--- config.mk ---
export PLATFORM = sky130hd
export DESIGN_NAME = wrr_qsched
export DESIGN_NICKNAME = d
export VERILOG_FILES = /design/src/rtl/qsched_pkg.sv /design/src/rtl/qs_cfg_table.sv /design/src/rtl/qs_rr_pick.sv /design/src/rtl/wrr_qsched.sv
export SDC_FILE = /design/constraint.sdc
export NUM_CORES = 1
export LEC_CHECK = 0
export BUFFER_PORTS_ARGS = -buffer_cell sky130_fd_sc_hd__buf_4
export CORE_MARGIN = 2
export CORE_UTILIZATION = 30
export CTS_BUF_LIST = sky130_fd_sc_hd__clkbuf_4 sky130_fd_sc_hd__clkbuf_8
export DETAILED_ROUTE_END_ITERATION = 12
export GPL_ROUTABILITY_DRIVEN = 0
export GPL_TIMING_DRIVEN = 0
export MAX_ROUTING_LAYER = met4
export PLACE_DENSITY = 0.48
export SYNTH_ARGS = -nofsm -noshare
export SYNTH_HDL_FRONTEND = slang
export SYNTH_SLANG_ARGS = --single-unit
--- constraint.sdc ---
create_clock -name clk -period 13.8 [get_ports clk]
set_clock_uncertainty 0.15 [all_clocks]
set_input_delay 2.76 -clock clk [delete_from_list [all_inputs] [get_ports clk]]
set_output_delay 2.76 -clock clk [all_outputs]
set_load 0.02 [all_outputs]
--- src/rtl/qsched_pkg.sv ---
package qsched_pkg;
  localparam int ROUNDS  = 8;
  localparam int RND_W   = $clog2(ROUNDS);
  localparam int CODE_W  = 4;

  typedef logic [ROUNDS-1:0] rmask_t;
  typedef logic [CODE_W-1:0] code_t;

  localparam code_t STRICT_CODE = code_t'(9);

  // Evenly spread participation pattern per weight; strict and illegal codes run in every round.
  function automatic rmask_t code_to_mask(code_t c);
    case (c)
      code_t'(0): return 8'h00;
      code_t'(1): return 8'h01;
      code_t'(2): return 8'h11;
      code_t'(3): return 8'h49;
      code_t'(4): return 8'h55;
      code_t'(5): return 8'h57;
      code_t'(6): return 8'h77;
      code_t'(7): return 8'h7F;
      default:    return 8'hFF;
    endcase
  endfunction
endpackage

--- src/rtl/qs_cfg_table.sv ---
module qs_cfg_table
  import qsched_pkg::*;
#(
  parameter int NQ = 16,
  parameter int QW = $clog2(NQ)
) (
  input  logic                      clk,
  input  logic                      rst_n,
  input  logic                      sched_en,
  input  logic                      cfg_wr,
  input  logic [QW-1:0]             cfg_qid,
  input  code_t                     cfg_code,
  input  logic                      cfg_member,
  input  logic                      cfg_last,
  output logic [NQ-1:0][ROUNDS-1:0] rmask,
  output logic [NQ-1:0]             in_port,
  output logic [NQ-1:0]             is_static,
  output logic                      has_static,
  output logic [QW-1:0]             static_last,
  output logic                      err_code,
  output logic                      err_static
);
  logic [NQ-1:0][CODE_W-1:0] code_q;
  logic [NQ-1:0]             member_q;
  logic [NQ-1:0]             last_q;

  always_ff @(posedge clk or negedge rst_n) begin
    if (!rst_n) begin
      code_q   <= '0;
      member_q <= '0;
      last_q   <= '0;
    end else if (cfg_wr && !sched_en && (int'(cfg_qid) < NQ)) begin
      code_q[cfg_qid]   <= cfg_code;
      member_q[cfg_qid] <= cfg_member;
      last_q[cfg_qid]   <= cfg_last;
    end
  end

  // Port membership: member and not beyond the first tail marker.
  always_comb begin
    logic cut;
    cut = 1'b0;
    for (int i = 0; i < NQ; i++) begin
      in_port[i] = member_q[i] && !cut;
      if (last_q[i]) cut = 1'b1;
    end
  end

  for (genvar g = 0; g < NQ; g++) begin : g_q
    assign rmask[g]     = code_to_mask(code_q[g]);
    assign is_static[g] = in_port[g] && (code_q[g] == STRICT_CODE);
  end

  always_comb begin
    err_code    = 1'b0;
    err_static  = 1'b0;
    static_last = '0;
    for (int i = 0; i < NQ; i++) begin
      if (in_port[i] && (code_q[i] > STRICT_CODE)) err_code = 1'b1;
      if (is_static[i]) static_last = QW'(i);
      if (i > 0 && is_static[i] && !is_static[i-1]) err_static = 1'b1;
    end
  end

  assign has_static = |is_static;

  AST_CFG_LOCKED: assert property (@(posedge clk) disable iff (!rst_n)
    sched_en |=> $stable(code_q) && $stable(member_q) && $stable(last_q))
    else $error("config changed while enabled");
endmodule

--- src/rtl/qs_rr_pick.sv ---
module qs_rr_pick #(
  parameter int N  = 16,
  parameter int IW = $clog2(N)
) (
  input  logic [N-1:0]  req,
  input  logic [IW-1:0] start,
  output logic          found,
  output logic [IW-1:0] idx
);
  always_comb begin
    found = 1'b0;
    idx   = '0;
    for (int k = 0; k < N; k++) begin
      if (!found && req[(int'(start) + k) % N]) begin
        found = 1'b1;
        idx   = IW'((int'(start) + k) % N);
      end
    end
  end
endmodule

--- src/rtl/wrr_qsched.sv ---
module wrr_qsched
  import qsched_pkg::*;
#(
  parameter int NQ = 16,
  parameter int QW = $clog2(NQ)
) (
  input  logic              clk,
  input  logic              rst_n,
  input  logic              sched_en,
  input  logic              cfg_wr,
  input  logic [QW-1:0]     cfg_qid,
  input  logic [CODE_W-1:0] cfg_code,
  input  logic              cfg_member,
  input  logic              cfg_last,
  input  logic [NQ-1:0]     q_ready,
  output logic              gnt_valid,
  input  logic              gnt_ready,
  output logic [QW-1:0]     gnt_qid,
  output logic              has_static,
  output logic [QW-1:0]     static_last_qid,
  output logic              err_code,
  output logic              err_static
);
  logic [NQ-1:0][ROUNDS-1:0] rmask;
  logic [NQ-1:0]             in_port, is_static;

  qs_cfg_table #(.NQ(NQ), .QW(QW)) u_cfg (
    .clk(clk), .rst_n(rst_n), .sched_en(sched_en),
    .cfg_wr(cfg_wr), .cfg_qid(cfg_qid), .cfg_code(cfg_code),
    .cfg_member(cfg_member), .cfg_last(cfg_last),
    .rmask(rmask), .in_port(in_port), .is_static(is_static),
    .has_static(has_static), .static_last(static_last_qid),
    .err_code(err_code), .err_static(err_static)
  );

  // Strict-priority path: fixed search from queue 0.
  logic [NQ-1:0] s_req;
  logic          s_found;
  logic [QW-1:0] s_idx;
  assign s_req = is_static & q_ready;

  qs_rr_pick #(.N(NQ), .IW(QW)) u_spick (
    .req(s_req), .start('0), .found(s_found), .idx(s_idx)
  );

  // Weighted path: eligibility per round.
  logic [NQ-1:0]             w_base;
  logic [ROUNDS-1:0][NQ-1:0] elig;
  logic [ROUNDS-1:0]         rnd_any;
  assign w_base = in_port & ~is_static & q_ready;

  for (genvar r = 0; r < ROUNDS; r++) begin : g_rnd
    for (genvar i = 0; i < NQ; i++) begin : g_q
      assign elig[r][i] = w_base[i] & rmask[i][r];
    end
    assign rnd_any[r] = |elig[r];
  end

  logic [RND_W-1:0]              round_q, eff_rnd;
  logic [ROUNDS-1:0][QW-1:0]     rr_last_q;
  logic                          any_rnd;

  always_comb begin
    any_rnd = 1'b0;
    eff_rnd = round_q;
    for (int k = 0; k < ROUNDS; k++) begin
      if (!any_rnd && rnd_any[(int'(round_q) + k) % ROUNDS]) begin
        any_rnd = 1'b1;
        eff_rnd = RND_W'((int'(round_q) + k) % ROUNDS);
      end
    end
  end

  logic [QW-1:0] w_start, w_idx;
  logic          w_found;
  assign w_start = (rr_last_q[eff_rnd] == QW'(NQ-1)) ? '0 : rr_last_q[eff_rnd] + QW'(1);

  qs_rr_pick #(.N(NQ), .IW(QW)) u_wpick (
    .req(elig[eff_rnd]), .start(w_start), .found(w_found), .idx(w_idx)
  );

  assign gnt_valid = sched_en && (s_found || w_found);
  assign gnt_qid   = s_found ? s_idx : w_idx;

  logic w_take;
  assign w_take = gnt_valid && gnt_ready && !s_found;

  always_ff @(posedge clk or negedge rst_n) begin
    if (!rst_n) begin
      round_q <= '0;
      for (int r = 0; r < ROUNDS; r++) rr_last_q[r] <= QW'(NQ-1);
    end else if (!sched_en) begin
      round_q <= '0;
    end else if (w_take) begin
      round_q            <= eff_rnd + RND_W'(1);
      rr_last_q[eff_rnd] <= w_idx;
    end
  end

  AST_GNT_LEGAL: assert property (@(posedge clk) disable iff (!rst_n)
    gnt_valid |-> (q_ready[gnt_qid] && in_port[gnt_qid]))
    else $error("grant to a queue that is not ready or not in port");
  AST_STATIC_WINS: assert property (@(posedge clk) disable iff (!rst_n)
    (gnt_valid && (|s_req)) |-> is_static[gnt_qid])
    else $error("weighted queue beat a ready strict queue");
  AST_IDLE_OFF: assert property (@(posedge clk) disable iff (!rst_n)
    !sched_en |-> !gnt_valid)
    else $error("grant while disabled");
  AST_ROUND_HOLD: assert property (@(posedge clk) disable iff (!rst_n)
    (sched_en && !w_take) |=> $stable(round_q))
    else $error("round moved without weighted acceptance");
  AST_GNT_HOLD: assert property (@(posedge clk) disable iff (!rst_n)
    ($past(gnt_valid && !gnt_ready && sched_en) && sched_en && $stable(q_ready)) |-> $stable(gnt_qid))
    else $error("grant changed while stalled");
endmodule

==> impl_metrics.yaml <==
sta:
  relSlewSlack: 0.160
  drv_slew: 0
  fmax_mhz: 73.3
  fin_hold_ws_ps: 324
  setup_viol: 0
  fin_crit_sh: 0.989
  finalHoldViolCount: 0
  setup_tns_ps: 0
  tightest_slew_ps: 1240
  period_needed_ps: 13650
yosys:
  synth_async_sr_flop_share: 1.00
  ys_ff_latch: 130
  synth_area_um2: 14100
  synth.distinct_cells: 112
  yosysWarnings: 0
  synth_edf_count: 0
  syn_nets: 1840
  synth_cells: 1798
  syn_area_per_cell_um2: 7.86
  synth_ff_type: "dfrtp_1"
  synth.yosys.seq_area_share: 0.233
route:
  post_drt_wl_per_cell_um: 25.6
  drt-total-wl_um: 65200
  via_per_inst: 6.48
  num_vias: 16500
  drc: 0
  drt_iter0_markers: 1884
  first_pass_iters: 6
  drtAntennaViolNets: 0
clock_network:
  path_clk_slew_ps: 90
  holdBufCountCts: 0
  cts_tree: "built"
  clock_path_buffers: 2
  h-tree-depth: 4
  clk_latency_ps: 510
  cts.root.buffer_cell: "clkbuf_8"
  numCtsBuffers: 17
  numClockSinks: 130
global_route:
  globalRouteMet3Util: 0.0546
  grt_usage: 0.266
  top_usage_layer: "met2"
  grt_max_degree: 71
  antenna_found_initial: 2
  grt_use_met1: 0.353
  grt_pass1_vias: 15000
  grt_overflow_total: 0
  use_met2: 0.390
  grt_pass1_wl_um: 97300
worst_setup_path:
  worstPathRequired_ps: 10890
  path_common_cell: "buf_4"
  path_max_fanout: 11
  r2r_start: "u_cfg.last_q[6]$_DFFE_PN0P_"
  crit_arrival_ps: 10740
  worstSetupEndpointType: "primary output"
  worstSetupStartpointType: "primary input"
  cp-startpoint: "q_ready[1]"
  critical_path_class: "primary input to primary output"
  crit_slowest_cell: "or4_4"
  max_stage_delay_ps: 590
layout:
  nets: 1967
  final_core_util: 0.374
  fin_cells: 2546
  area_growth_pct: 23.0
  layout-drive-gt1-share: 0.282
run:
  cap_violations: 0
hold_path:
  hold_path_class: "flip-flop to flip-flop"
  min_from: "rr_last_q[9]$_DFFE_PN1P_"
placement:
  io_buffers: 42
  placed_cells: 2449
  place_hpwl_um: 50400
floorplanning:
  core-area_um2: 46600
  pin_count: 43
  fp.dieW_um: 221
  die_h_um: 221
  die_area_um2: 48900
  rows: 79
  initial_core_util: 0.304
status:
  status: "finished, final reports clean"
logic make-up after synthesis:
| kind of cell | Yosys count | share of synthesized area |
|---|---|---|
| mux | 161 | 0.137 |
| simple gates | 795 | 0.299 |
| buf+inv | 168 | 0.0491 |
| xor+xnor | 21 | 0.0154 |
| compound gates | 512 | 0.258 |
| fa+ha+maj | 11 | 0.00973 |
| flops | 130 | 0.233 |
stage by stage:
| step | setup WS [ps] | area (um^2) |
|---|---|---|
| after floorplan | 184 | 14100 |
| after global placement | -3880 | 15200 |
| after detailed placement | -3550 | 15300 |
| after CTS | 11.8 | 16700 |
| after global routing | -55.8 | 17400 |
| final | 154 | 17400 |
synth_stat cells, types with 16 or more instances:
cell         n  area (um^2)
nor4_1      37          231
nand2_1    165          619
o21ai_0     80          400
inv_1       31          116
o22ai_1     21          131
xnor2_1     16          140
nand3_1     93          465
o2111ai_1   37          324
nand2b_1    21          131
nor3_1      60          300
buf_2       27          135
o211ai_1    25          188
mux2_2     112         1260
mux2i_1     34          340
clkbuf_1    89          334
a31oi_1     22          138
or2_2       20          125
dfstp_2     32          841
nor2_1     165          619
nor2b_1     22          138
a211oi_1    19          143
nand4_1     72          450
dfrtp_1     98         2450
a21oi_1    110          551
and2_1      20          125
registers in the layout (all words and copies together), names as in the netlist:
name            flops
rr_last_q          32
round_q             3
u_cfg.member_q     16
u_cfg.last_q       15
u_cfg.code_q       64
critical path, delay by kind of cell:
family / cells / cell delay, ps
multiplexers: 1 / 280
XOR/XNOR: 1 / 220
adder cells (fa/ha/maj): 2 / 530
AND/OR/NAND/NOR: 9 / 2510
AO/OA/AOI/OAI: 12 / 2470
buffers and inverters: 12 / 1950
cell usage in the layout (no fill, tap or decap), drive strengths merged, types with 22 or more instances in the layout:
cell and instances:
dfrtp 98, nand2 165, a21oi 110, nor3 62
mux2i 35, a31oi 22, o2111ai 37, clkbuf 108
nand3 94, nor2 165, or2 25, o21ai 94
nor2b 22, nor4 39, o22ai 22, o211ai 26
nand4 73, inv 38, dfstp 32, buf 152
mux2 112
path summary, 6_finish.rpt:
kind                                                end  slack [ps]  depth (start not counted)
max in group asynchronous  u_cfg.code_q[49]$_DFFE_PN0P_       10640                          2
setup reg to reg              rr_last_q[22]$_DFFE_PN1P_        3780                         37
setup / recovery                             gnt_qid[2]         150                         37
min in group asynchronous   u_cfg.last_q[0]$_DFFE_PN0P_        2100                          1
hold / removal                 rr_last_q[9]$_DFFE_PN1P_         320                          2
hold reg to reg                rr_last_q[9]$_DFFE_PN1P_         320                          2
per-layer routing:
| layer | wire length [um] | part of all wire |
|---|---|---|
| met5 | 0 | 0 |
| met3 | 5770 | 0.088 |
| met2 | 28400 | 0.44 |
| met1 | 27800 | 0.43 |
| met4 | 3190 | 0.049 |
what timing repair did:
action | in CTS | in global routing
setup buffers | 28 | 37
pin swaps | 20 | 34
setup endpoints to repair | 5 | 4
gates resized for setup | 152 | 90
cell type report:
class,count,area [um^2]
Sequential cell,130,3290
Clock inverter,10,124
Inverter,37,146
Antenna cell,2,5.00
Clock buffer,21,283
Fill cell,4829,29200
Timing Repair Buffer,109,862
Tap cell,607,759
Multi-Input combinational cell,1500,11300
Buffer,130,668
Power is left out: the tool's default activity adds up to more than one toggle a clock period on the data nets, which glitch-free logic cannot reach.
